`src/rtl/hdlc_rx_deframer.sv`:
```
`timescale 1ns/1ps
module hdlc_rx_deframer #(
  parameter int CTRL_BYTES = 1,
  parameter int CNT_W      = 8,
  parameter int ALEN_W     = 4
) (
  input  logic       clk,
  input  logic       rst_n,
  input  logic       bit_en,
  input  logic       bit_in,
  output logic       out_valid,
  output logic [7:0] out_data,
  output logic       out_sof,
  output logic       out_addr,
  output logic       fr_end,
  output logic       fr_ok,
  output logic [3:0] fr_err
);
  localparam int LW = ((CNT_W > ALEN_W) ? CNT_W : ALEN_W) + 2;
  localparam logic [15:0] RESIDUE = 16'hF0B8;

  logic [2:0] ones;
  logic       open_q, busy, emitted, adone, edone;
  logic [5:0] dly;
  logic [2:0] dcnt, bcnt;
  logic [6:0] sh;
  logic [15:0] crc;
  logic [7:0] h0, h1;
  logic [1:0] hv;
  logic [CNT_W-1:0] nbytes;
  logic [ALEN_W-1:0] alen;

  wire is_flag   = bit_en && !bit_in && ones == 3'd6;
  wire is_abort  = bit_en &&  bit_in && ones == 3'd6;
  wire take      = bit_en && open_q && ones < 3'd5;
  wire shift_out = take && dcnt == 3'd6;
  wire dbit      = dly[0];
  wire byte_done = shift_out && bcnt == 3'd7;
  wire [7:0] new_byte = {dbit, sh};
  wire [2:0] ones_nxt = bit_in ? ((ones == 3'd7) ? 3'd7 : ones + 3'd1) : 3'd0;
  wire [15:0] crc_nxt = {1'b0, crc[15:1]} ^ ((crc[0] ^ dbit) ? 16'h8408 : 16'h0000);

  logic [LW-1:0] need;
  logic          short_f;
  logic [3:0]    end_err;
  assign need    = LW'(alen) + LW'(CTRL_BYTES + 2);
  assign short_f = !adone || (LW'(nbytes) < need);
  assign end_err = is_abort ? 4'b1000 : {1'b0, bcnt != 3'd0, short_f, crc != RESIDUE};

  always_ff @(posedge clk) begin
    if (!rst_n) begin
      ones <= '0; open_q <= 1'b0; busy <= 1'b0; emitted <= 1'b0;
      adone <= 1'b0; edone <= 1'b0; dly <= '0; dcnt <= '0; bcnt <= '0;
      sh <= '0; crc <= 16'hFFFF; h0 <= '0; h1 <= '0; hv <= '0;
      nbytes <= '0; alen <= '0;
      out_valid <= 1'b0; out_data <= '0; out_sof <= 1'b0; out_addr <= 1'b0;
      fr_end <= 1'b0; fr_ok <= 1'b0; fr_err <= '0;
    end else begin
      out_valid <= 1'b0; out_sof <= 1'b0; out_addr <= 1'b0;
      fr_end <= 1'b0; fr_ok <= 1'b0; fr_err <= '0;
      if (bit_en) ones <= ones_nxt;
      if (is_flag || is_abort) begin
        if (open_q && busy) begin
          fr_end <= 1'b1;
          fr_err <= end_err;
          fr_ok  <= end_err == 4'b0000;
        end
        open_q <= is_flag;
        dcnt <= '0; busy <= 1'b0; bcnt <= '0; crc <= 16'hFFFF; hv <= '0;
        nbytes <= '0; alen <= '0; adone <= 1'b0; edone <= 1'b0; emitted <= 1'b0;
      end else if (take) begin
        dly <= {bit_in, dly[5:1]};
        if (dcnt != 3'd6) dcnt <= dcnt + 3'd1;
        if (shift_out) begin
          busy <= 1'b1;
          crc  <= crc_nxt;
          sh   <= new_byte[7:1];
          bcnt <= bcnt + 3'd1;
        end
        if (byte_done) begin
          if (nbytes != '1) nbytes <= nbytes + 1'b1;
          if (!adone) begin
            if (alen != '1) alen <= alen + 1'b1;
            if (new_byte[0]) adone <= 1'b1;
          end
          h1 <= new_byte;
          h0 <= h1;
          if (hv != 2'd2) hv <= hv + 2'd1;
          else begin
            out_valid <= 1'b1;
            out_data  <= h0;
            out_sof   <= !emitted;
            emitted   <= 1'b1;
            out_addr  <= !edone;
            if (h0[0]) edone <= 1'b1;
          end
        end
      end
    end
  end
endmodule


```
`config.mk`:
```
export PLATFORM = sky130hd
export DESIGN_NAME = hdlc_rx_deframer
export DESIGN_NICKNAME = d
export VERILOG_FILES = /design/src/rtl/hdlc_rx_deframer.sv
export SDC_FILE = /design/constraint.sdc
export NUM_CORES = 1
export LEC_CHECK = 0
export BUFFER_PORTS_ARGS = -buffer_cell sky130_fd_sc_hd__buf_4
export CAP_MARGIN = 20
export CORE_MARGIN = 3
export CORE_UTILIZATION = 55
export CTS_CLUSTER_DIAMETER = 50
export DETAILED_ROUTE_END_ITERATION = 12
export PLACE_DENSITY = 0.74
export SYNTH_ARGS = -nofsm -noshare
export SYNTH_HDL_FRONTEND = slang
export SYNTH_SLANG_ARGS = --single-unit
```
`constraint.sdc`:
```
create_clock -name clk -period 3.4 [get_ports clk]
set_input_delay 0.68 -clock clk [delete_from_list [all_inputs] [get_ports clk]]
set_output_delay 0.68 -clock clk [all_outputs]
set_load 0.05 [all_outputs]
```
### Yosys cells after proc, flatten, opt, wreduce, memory -nomap -nowiden

Index checks and enable logic that the tools add are counted.

| storage, ports and cells | value |
|---|---|
| register bits | 90 |
| bits of input ports | 4 |
| output and inout bits | 17 |
| logic and storage cells | 91 |

| cells by class | value |
|---|---|
| $add $sub $neg | 7 |
| magnitude comparators | 2 |
| equality and inequality tests | 9 |
| mux-type cells | 8 |
| bitwise gates (word level) | 8 |
| reduce and logical (&&, ||, !) cells | 34 |

Operators by type and width:

| operator | count |
|---|---|
| $reduce_and A3 Y1 | 6 |
| $mux W16 | 1 |
| $ne A16 B16 Y1 const B | 1 |
| $xor A15 B16 Y16 | 1 |
| $eq A3 B3 Y1 const B | 4 |
| $reduce_and A4 Y1 | 3 |
| $reduce_and A2 Y1 | 5 |
| $add A3 B1 Y3 const B | 3 |
| $logic_and A1 B1 Y1 | 9 |
| $add A8 B1 Y8 const B | 1 |
| $lt A8 B5 Y1 | 1 |
| $ne A8 B8 Y1 const B | 1 |
| $mux W3 | 2 |
| $not A1 Y1 | 6 |
| $add A4 B2 Y5 const B | 1 |
| $reduce_or A5 Y1 | 1 |
| $add A4 B1 Y4 const B | 1 |
| $logic_not A1 Y1 | 4 |
| $logic_not A4 Y1 | 1 |
| $mux W1 | 4 |
| $mux W4 | 1 |
| $ne A4 B4 Y1 const B | 1 |
| $reduce_or A4 Y1 | 1 |
| $lt A3 B3 Y1 const B | 1 |
| other kinds (7) | 8 |

### Depth between registers and ports, before layout

Gate-level depths: netlist of run 1.

| logic depth | value |
|---|---|
| depth in word-level cells | 6 |
| mapped depth | 8 |
| depth with buffers taken out | 8 |

### Worst setup path after synthesis of run 1

OpenSTA, ideal clock, no wires.

| path | value |
|---|---|
| kind | input to register |
| from | input port bit_en |
| to | register nbytes[7] |
| library setup time | 131 ps |
| arrival | 1,928 ps |
| data required time | 3,269 ps |
| setup slack | 1,341 ps |
| stages | 6 |
| buffers on the path | 2 |
| path through | buf_4 nand2_2 or4_1 clkbuf_1 o311ai_2 o41ai_2 |

| on the way | value |
|---|---|
| cells in the longest elaborated chain, start to end | 5 |
| elaborated cells on any way between the ends | 11 |
| classes of those cells | 11 x reduce/logical |

Ends and longest elaborated chain:

| element | line | source |
|---|---|---|
| from (decl) | 9 | `input logic bit_en,` |
| $logic_and A1 B1 Y1 (2 in a row) | 35 | `wire take = bit_en && open_q && ones < 3'd5;` |
| $logic_and A1 B1 Y1 | 36 | `wire shift_out = take && dcnt == 3'd6;` |
| $logic_and A1 B1 Y1 | 38 | `wire byte_done = shift_out && bcnt == 3'd7;` |
| $reduce_and A3 Y1 (no line) | n/a |  |
| to (signal assigned) | 81 | `if (nbytes != '1) nbytes <= nbytes + 1'b1;` |
| to (decl) | 30 | `logic [CNT_W-1:0] nbytes;` |

Parallel ways exist; a longest one is shown, timed or not.
A chain may end at the register's enable or synchronous reset.

### Worst setup path in the final report of run 1

| path | value |
|---|---|
| from | register bcnt[0] |
| to | register nbytes[4] |

| on the way | value |
|---|---|
| cells in the longest elaborated chain, start to end | 3 |

Ends and longest elaborated chain:

| element | line | source |
|---|---|---|
| from (decl) | 25 | `logic [2:0] dcnt, bcnt;` |
| from (signal assigned) | 78 | `bcnt <= bcnt + 3'd1;` |
| $eq A3 B3 Y1 | 38 |  |
| $logic_and A1 B1 Y1 | 38 |  |
| $reduce_and A3 Y1 (no line) | n/a |  |

No other way between the ends.

==> results.yml, run 1 <==
cts:
  insertion_delay_ns: 0.36
  path_clk_slew_ns: 0.09
  postCtsSetupBuffers: 0
  clockBufferDepth: 2
  tritoncts: "built"
  postCtsHoldBufs: 0
  cts_root_buffer: "clkbuf_8"
  htreeDepth: 3
  cts_resized: 0
  clock-sinks: 90
  numCtsBuffers: 9
place:
  dp_cells: 472
  hpwl_um: 4487
  gp_routability_congestion: 0.8158
  io_buffers: 20
  placed_cell_area_sq_mm: 0.003871
cells_and_area:
  drive_gt1_share_pct: 12.14
  fillers: 533
  final_nets: 426
  final_area_sq_mm: 0.004069
  final_cells: 489
  antennaDiodeCount: 0
  syn_to_final_growth_pct: 10.16
critical_path:
  endpoint_kind: "register"
  crit_arrival_ns: 2.44
  ff2ff_path_depth: 6
  path_max_fanout: 12
  worstReg2RegStart: "bcnt[0]"
  r2r_setup_slack_ns: 1.24
  rr_endpoint: "nbytes[4]"
  start_kind: "register"
  required_ns: 3.69
  crit_type: "reg -> reg"
die:
  fp.dieW_um: 87.95
  io_pins: 21
  die_y_um: 87.95
  rows: 29
  start_util_pct: 57.51
  die_area_sq_mm: 0.007735
  core-area_sq_mm: 0.006422
flow_run:
  drv_cap: 0
drt:
  drt_pass1_iterations: 4
  wl_per_cell_um: 13.35
  drc: 0
  wl_um: 6528
  viasPerCell: 5.601
  vias: 2739
  ant_nets: 0
  drt_iter0_markers: 134
synth:
  ys_seq_area_share_pct: 48.78
  ys_async_sr_fraction_pct: 0
  synth_edf_count: 0
  ys_ff_latch: 90
  synth.distinct_cells: 51
  synth_area_sq_mm: 0.003694
  syn_area_per_cell_sq_um: 9.422
  synth_warnings: 0
  syn_inst: 392
  dominantRegCellSynth: "dfxtp_1"
  synth_nets: 411
sta:
  finalClockSkew_ns: 0.008276
  fmax_mhz: 463.5
  maxSlewViolCount: 0
  finalHoldViolations: 0
  setup_viol: 0
  max-slew-margin-rel_pct: 51.62
  finalCritPeriodShare_pct: 63.46
  period_needed_ns: 2.158
  setup_tns_ns: 0
  rsz0062_at_grt: "no"
  worstMarginPinSlew_ns: 0.7240
power:
  p_per_area_mw_per_mm2: 440.9
  p_leak_uw: 0.001742
  ir_drop_v: 0.0002801
min_path:
  worstHoldStart: "emitted"
  hold_path.class: "reg -> reg"
  hold_path_depth: 1
  hold-path-endpoint: "out_sof"
outcome:
  outcome: "completed"
grt:
  overflow: 0
  grt_pass1_wl_um: 10960
  antenna_found_initial: 0
  grt_pass1_vias: 2304
  grt_max_degree: 46
  grtUsageTotal_pct: 18.05
[synth_stat cells (3+ instances only)]
cell type   n  area [sq um]
a32o_1      7         70.07
nand3_1    29         145.1
ha_1       15         187.7
o41ai_1     3         26.28
o21ai_1     4         20.02
xnor2_1     4         35.03
and2_1      3         18.77
o211ai_1    6         45.04
a21oi_1    14         70.07
nor2b_1     7         43.79
dfxtp_1    90          1802
o31ai_1     3         22.52
and3_1      3         18.77
nor2_1     14         52.55
clkbuf_1   16         60.06
nand4_1     4         25.02
nand2_1    77         289.0
o21ai_0     5         25.02
or3_1       5         31.28
xor2_1      4         35.03
mux2i_1    31         310.3
nor3_1      3         15.01
inv_1      10         37.54
[cell usage in the layout (no fill, tap or decap), types with 5 or more instances in the layout]
cell,netlist,layout
nand3_1,29,29
nor2_1,14,14
ha_1,15,15
buf_4,1,22
mux2i_1,31,31
clkbuf_8,0,9
nand2_1,77,77
inv_1,10,10
a32o_1,7,7
dfxtp_1,90,90
o21ai_0,5,5
o211ai_1,6,6
or3_1,5,5
a21oi_1,14,14
nor2b_1,7,7
[power breakdown]
group	switching, uW	internal (uW)	leakage (uW)
clock	419	289	0.000100
sequential	1.64	1050	0.000725
combinational	22.5	8.26	0.000916
[metrics by stage]
step	worst slack, ns	hold slack (ns)	total power (uW)	util [%]
2_1_floorplan	1.341	0.3924	1103	-
3_3_place_gp	1.262	0.3998	1111	60.28
3_5_place_dp	1.239	0.4111	1111	60.28
4_1_cts	1.257	0.4243	1815	63.28
5_1_grt	1.106	0.4480	1871	63.35
6_report	1.242	0.4205	1794	63.35
[sequential cells by signal (all words and copies together), names as in the netlist, 4 cells and up]
name	count
alen	4
out_data	8
dly	6
h1	8
h0	8
sh	7
nbytes	8
crc	16
fr_err	4
[routing by layer]
layer | part of all wire (%) | global-route usage (%) | vias to the layer above
met4 | 2.2 | 8.926 | 0
met3 | 3.4 | 3.387 | 11
met2 | 44 | 25.62 | 49
met1 | 50 | 26.14 | 1266
li1 | - | - | 1413
met5 | 0 | 0 | -
[worst max path at each step]
stage          startpoint        end  cells after the start
6_report          bcnt[0]  nbytes[4]                      6
5_1_grt           bcnt[0]  nbytes[4]                      6
4_1_cts           bcnt[0]  nbytes[4]                      6
3_5_place_dp       bit_en  nbytes[7]                      5
3_3_place_gp       bit_en  nbytes[7]                      5
2_1_floorplan      bit_en  nbytes[7]                      6
[final cells by class]
cell class / instances / area, sq um / area share (%)
Sequential cell: 90 / 1802 / 44.28
Timing Repair Buffer: 23 / 170.2 / 4.182
Clock buffer: 9 / 123.9 / 3.044
Multi-Input combinational cell: 272 / 1767 / 43.42
Clock inverter: 7 / 68.82 / 1.691
Inverter: 11 / 41.29 / 1.015
Tap cell: 77 / 96.34 / 2.368
[cell families (layout without fill, tap and decap cells)]
kind of cell / count (synthesis) / count (layout) / synth area share (%)
DFF: 90 / 90 / 48.78
muxes: 31 / 31 / 8.401
xor gates and xnor gates: 8 / 8 / 1.897
buffers and inverters: 30 / 50 / 3.388
adders and majority gates: 15 / 15 / 5.081
AOI/OAI and AO/OA: 53 / 53 / 10.57
and+or+nand+nor: 165 / 165 / 21.88
[critical path, cell delays in order (launching register included)]
cell,delay [ns]
dfxtp_1,0.38
ha_1,0.18
ha_1,0.20
and3_1,0.23
nand3_1,0.34
or4_1,0.60
a21oi_1,0.14
Power figures use the tool's default switching activity.
==> inputs of run 2 (changes only) <==
--- a/config.mk
+++ b/config.mk
@@ -8,10 +8,10 @@
 export BUFFER_PORTS_ARGS = -buffer_cell sky130_fd_sc_hd__buf_4
 export CAP_MARGIN = 20
 export CORE_MARGIN = 3
-export CORE_UTILIZATION = 55
+export CORE_UTILIZATION = 54
 export CTS_CLUSTER_DIAMETER = 50
 export DETAILED_ROUTE_END_ITERATION = 12
-export PLACE_DENSITY = 0.74
+export PLACE_DENSITY = 0.76
 export SYNTH_ARGS = -nofsm -noshare
 export SYNTH_HDL_FRONTEND = slang
 export SYNTH_SLANG_ARGS = --single-unit
==> constraint.sdc (replaced) <==
create_clock -name clk -period 1.9 [get_ports clk]
set_input_delay 0.38 -clock clk [delete_from_list [all_inputs] [get_ports clk]]
set_output_delay 0.38 -clock clk [all_outputs]
set_load 0.05 [all_outputs]
==> run 2 against run 1 <==
Effect of this change: clock skew grew 0.0025 ns; sequential power grew 78%; core utilization grew 2.0 points; first-iteration DRC count shrank 9.0%; critical path depth grew 1; combinational power grew 100%; clock power grew 68%; sequential cell count is the same; worst setup slack lost 1.1 ns.
==> results.yml, run 2 (synthesis results as in run 1) <==
power:
  pwr-share-clk_pct: 38.0
  power_switching_uw: 742.3
  p_per_area_mw_per_mm2: 740.0
  p_seq_share_pct: 60.1
  internal_power_uw: 2401
  p_leak_uw: 0.001830
  ir_drop_v: 0.0004469
  swShare_pct: 23.62
  power_uw: 3143
  p_comb_share_pct: 2.0
drt:
  wl_um: 6678
  viasPerCell: 5.470
  ant_nets: 0
  drt_pass1_iterations: 4
  wl_per_cell_um: 13.12
  drc: 0
  vias: 2784
  drt_iter0_markers: 122
cells_and_area:
  utilization_pct: 65.40
  antennaDiodeCount: 0
  final_cell_mix: "dfxtp_1 (88), nand2_1 (77), buf_4 (41)"
  drive_gt1_share_pct: 17.59
  final_common_cell: "dfxtp_1"
  final_cells: 509
  final_nets: 446
  syn_to_final_growth_pct: 15.01
  top_register: "crc"
  largest_register_ffs: 16
cts:
  path_clk_slew_ns: 0.09
  clockBufferDepth: 2
  clock-sinks: 90
  htreeDepth: 3
  tritoncts: "built"
  postCtsHoldBufs: 0
  numCtsBuffers: 9
  postCtsSetupBuffers: 0
  cts_root_buffer: "clkbuf_8"
  insertion_delay_ns: 0.36
place:
  hpwl_um: 4813
  dp_slack_ns: -0.01429
  io_buffers: 20
  gp_routability_congestion: 0.8253
  dp_cells: 492
critical_path:
  endpoint_kind: "register"
  start_kind: "register"
  path_max_fanout: 11
  crit_type: "reg -> reg"
  crit_arrival_ns: 2.04
  required_ns: 2.18
outcome:
  outcome: "completed"
grt:
  grt_max_degree: 36
  grtUsageTotal_pct: 18.80
  grt_use_met1_pct: 24.58
  grt_busiest_layer: "met2"
  antenna_found_initial: 0
  overflow: 0
  use_met3_pct: 3.631
  grt_pass1_vias: 2557
  grt_pass1_wl_um: 11500
  use_met2_pct: 29.76
sta:
  rsz0062_at_grt: "yes"
  maxSlewViolCount: 0
  hold_ws_ns: 0.3263
  final.setup.worst_slack_ns: 0.1403
  period_needed_ns: 1.760
  worstMarginPinSlew_ns: 0.4530
  finalHoldViolations: 0
  setup_viol: 0
  finalCritPeriodShare_pct: 92.61
  finalClockSkew_ns: 0.01082
  max-slew-margin-rel_pct: 69.60
  fmax_mhz: 568.3
die:
  die_y_um: 88.71
  fp.dieW_um: 88.71
  die_area_sq_mm: 0.007869
  rows: 29
  io_pins: 21
  core-area_sq_mm: 0.006495
  start_util_pct: 56.87
min_path:
  hold_path.class: "in -> reg"
flow_run:
  drv_cap: 0
[run 2: worst max-delay path: stages, from the launching register on]
cell and delay (ns):
dfxtp_1 0.36, ha_1 0.15, ha_1 0.17, and3_1 0.18, nand3_1 0.13, buf_4 0.22
or3_1 0.34, a21oi_1 0.14
[run 2: final timing paths]
kind | slack [ns] | depth (start not counted) | endpoint | startpoint
min | 0.33 | 3 | ones[0] | bit_in
min reg2reg | 0.41 | 1 | out_sof | emitted
max | 0.14 | 7 | nbytes[0] | bcnt[1]
max reg2reg | 0.14 | 7 | nbytes[0] | bcnt[1]
[run 2: stage by stage]
step / cell area [sq um] / setup TNS, ns
3_5_place_dp: 4034 / -0.01429
4_1_cts: 4222 / 0
6_report: 4248 / 0
5_1_grt: 4248 / -0.001228
2_1_floorplan: 3694 / 0
3_3_place_gp: 4034 / 0
[run 2: metal layers]
layer  routed length, um  part of all wire, %  vias up
met2                3145                   47       51
met3                 303                  4.5        8
li1                    -                    -     1442
met1                3128                   47     1283
met5                   0                    0        -
met4                 101                  1.5        0
[run 2: repair_timing]
action	4_1_cts	5_1_grt
cloned	0	1
gates resized for setup	1	6
hold endpoints to repair	0	0
pin swaps	0	1
setup endpoints to repair	2	21
[run 2: power by group through the flow]
stage | clock network [uW] | registers (uW) | logic (uW)
finish | 1190 | 1890 | 61.8
global route | 1320 | 1890 | 69.0
CTS | 1240 | 1890 | 62.3
detailed placement | 0 | 1930 | 62.1
global placement | 0 | 1930 | 61.5
floorplan | 0 | 1930 | 42.0
[run 2: final cells by class]
type | count | area, sq um
inverters | 11 | 41.29
fillers | 525 | 2247
repair buffers | 42 | 327.8
repair inverters | 1 | 7.507
clock buffers | 9 | 123.9
multi-input cells | 272 | 1787
flip-flops and latches | 90 | 1804
well taps | 77 | 96.34
clock inverters | 7 | 60.06
==> inputs of run 3 (changes only) <==
--- a/config.mk
+++ b/config.mk
@@ -12,6 +12,7 @@
 export CTS_CLUSTER_DIAMETER = 50
 export DETAILED_ROUTE_END_ITERATION = 12
 export PLACE_DENSITY = 0.76
+export RECOVER_POWER = 100
 export SYNTH_ARGS = -nofsm -noshare
 export SYNTH_HDL_FRONTEND = slang
 export SYNTH_SLANG_ARGS = --single-unit
==> run 3 against run 2 <==
Effect of this change: clock power hardly changed; global-route usage stayed put; largest cell class unchanged; total power is 0.17% higher; core utilization is 1.7 points lower; worst hold slack worse by 0.00055 ns; register-to-register slack hardly changed; first-iteration DRC count is 38% higher; via count is 1.3% higher; die area stayed put; combinational power is 5.7% lower; cell count stayed put.
==> results.yml, run 3 (synthesis results as in run 1) <==
outcome:
  outcome: "completed"
grt:
  overflow: 0
  grt_pass1_vias: 2557
  grt_max_degree: 36
  grtUsageTotal_pct: 18.80
  antenna_found_initial: 0
  grt_pass1_wl_um: 11500
die:
  core-area_sq_mm: 0.006495
  fp.dieW_um: 88.71
  start_util_pct: 56.87
  die_area_sq_mm: 0.007869
  rows: 29
  io_pins: 21
  die_y_um: 88.71
cells_and_area:
  final_cell_mix: "dfxtp_1 (88), nand2_1 (77), mux2i_1 (31)"
  final_nets: 446
  final_common_cell: "dfxtp_1"
  syn_to_final_growth_pct: 12.09
  largest_register_ffs: 16
  drive_gt1_share_pct: 12.73
  top_register: "crc"
  final_cells: 509
  antennaDiodeCount: 0
drt:
  wl_um: 6779
  drt_pass1_iterations: 4
  vias: 2820
  viasPerCell: 5.540
  ant_nets: 0
  drt_iter0_markers: 168
  wl_per_cell_um: 13.32
  drc: 0
sta:
  finalHoldViolations: 0
  worstMarginPinSlew_ns: 0.6001
  rsz0062_at_grt: "yes"
  maxSlewViolCount: 0
  finalClockSkew_ns: 0.01235
  final.setup.worst_slack_ns: 0.1255
  setup_viol: 0
  period_needed_ns: 1.774
  fmax_mhz: 563.5
  max-slew-margin-rel_pct: 60.16
  finalCritPeriodShare_pct: 93.39
critical_path:
  cpMostUsedCell: "ha_1"
  cpPeakStageDelay_ns: 0.47
  endpoint_kind: "register"
  critPathBufInv: 0
  crit_type: "reg -> reg"
  crit_arrival_ns: 2.01
  crit_family: "simple AND/OR/NAND/NOR gates"
  start_kind: "register"
  path_max_fanout: 6
  path_depth: 6
  critPathSlowestCell: "or4_4"
  r2r_setup_slack_ns: 0.13
  ff2ff_path_depth: 6
  path_cells: "ha_1, ha_1, nand3_1, or4_4, o311ai_1, o41ai_1"
  required_ns: 2.13
cts:
  clockBufferDepth: 2
  cts_root_buffer: "clkbuf_8"
  path_clk_slew_ns: 0.09
  numCtsBuffers: 9
  htreeDepth: 3
  insertion_delay_ns: 0.36
  tritoncts: "built"
  clock-sinks: 90
place:
  hpwl_um: 4813
  dp_cells: 492
  gp_routability_congestion: 0.8253
  io_buffers: 20
  dp_slack_ns: -0.01429
power:
  power_switching_uw: 751.2
  p_seq_share_pct: 60.0
  pwr-share-clk_pct: 38.2
  p_leak_uw: 0.001739
  p_comb_share_pct: 1.9
  swShare_pct: 23.86
  ir_drop_v: 0.0004464
  p_per_area_mw_per_mm2: 760.5
  internal_power_uw: 2397
flow_run:
  drv_cap: 0
min_path:
  hold_path.class: "in -> reg"
  hold_path_depth: 3
==> run 3: cell count changes in the layout (fill, tap and decap cells not counted) <==
cell / delta
buf_4: -21
clkbuf_1: +18
clkbuf_2: +3
and2_0: +2
and2_1: -2
buf_12: -1
clkbuf_4: +1
o311ai_1: +1
o311ai_2: -1
o41ai_1: +1
o41ai_2: -1
or3_1: +1
or3_4: -1
==> run 3: through the flow <==
stage,area [sq um],power [uW],hold WS [ns],utilization (%),setup TNS (ns)
after floorplan,3694,1975,0.3924,-,0
after global placement,4034,1994,0.3989,62.11,0
after detailed placement,4034,1995,0.3991,62.11,-0.01429
after CTS,4222,3193,0.3147,65.00,0
after global routing,4140,3279,0.3297,63.74,-0.003534
final,4140,3149,0.3258,63.74,0
==> run 3: area by class of cell <==
cell class / instances / area [sq um]
repair inverters: 1 / 7.507
flip-flops and latches: 90 / 1804
multi-input cells: 272 / 1767
clock buffers: 9 / 123.9
clock inverters: 7 / 60.06
well taps: 77 / 96.34
repair buffers: 42 / 240.2
fillers: 542 / 2355
inverters: 11 / 41.29
==> run 3: final timing paths <==
kind | start | endpoint
setup / recovery | bcnt[1] | nbytes[5]
hold / removal | bit_in | ones[0]
setup reg to reg | bcnt[1] | nbytes[5]
hold reg to reg | emitted | out_sof
==> run 3: per-layer routing <==
metal / global-route usage [%] / wire (um)
met3: 3.631 / 262
met1: 24.58 / 3308
met2: 29.76 / 3105
met4: 9.066 / 102
met5: 0 / 0
==> run 3: repair_timing <==
item | CTS | global route
gates cloned | 0 | 1
hold buffers | 0 | 0
resized for setup | 1 | 6
endpoints found under the setup margin | 2 | 21
pin swaps | 0 | 1
buffers inserted | 0 | 0
==> run 3: power by group through the flow <==
stage / Sequential, uW / Combinational (uW) / Clock (uW)
floorplan: 1930 / 42.0 / 0
global placement: 1930 / 61.5 / 0
detailed placement: 1930 / 62.1 / 0
CTS: 1890 / 62.3 / 1240
global route: 1890 / 64.9 / 1320
finish: 1890 / 58.3 / 1200
==> run 3: tightest hold or removal path, stage by stage <==
cell and delay, ns:
buf_4 0.13, nand3_1 0.06, a21boi_0 0.07
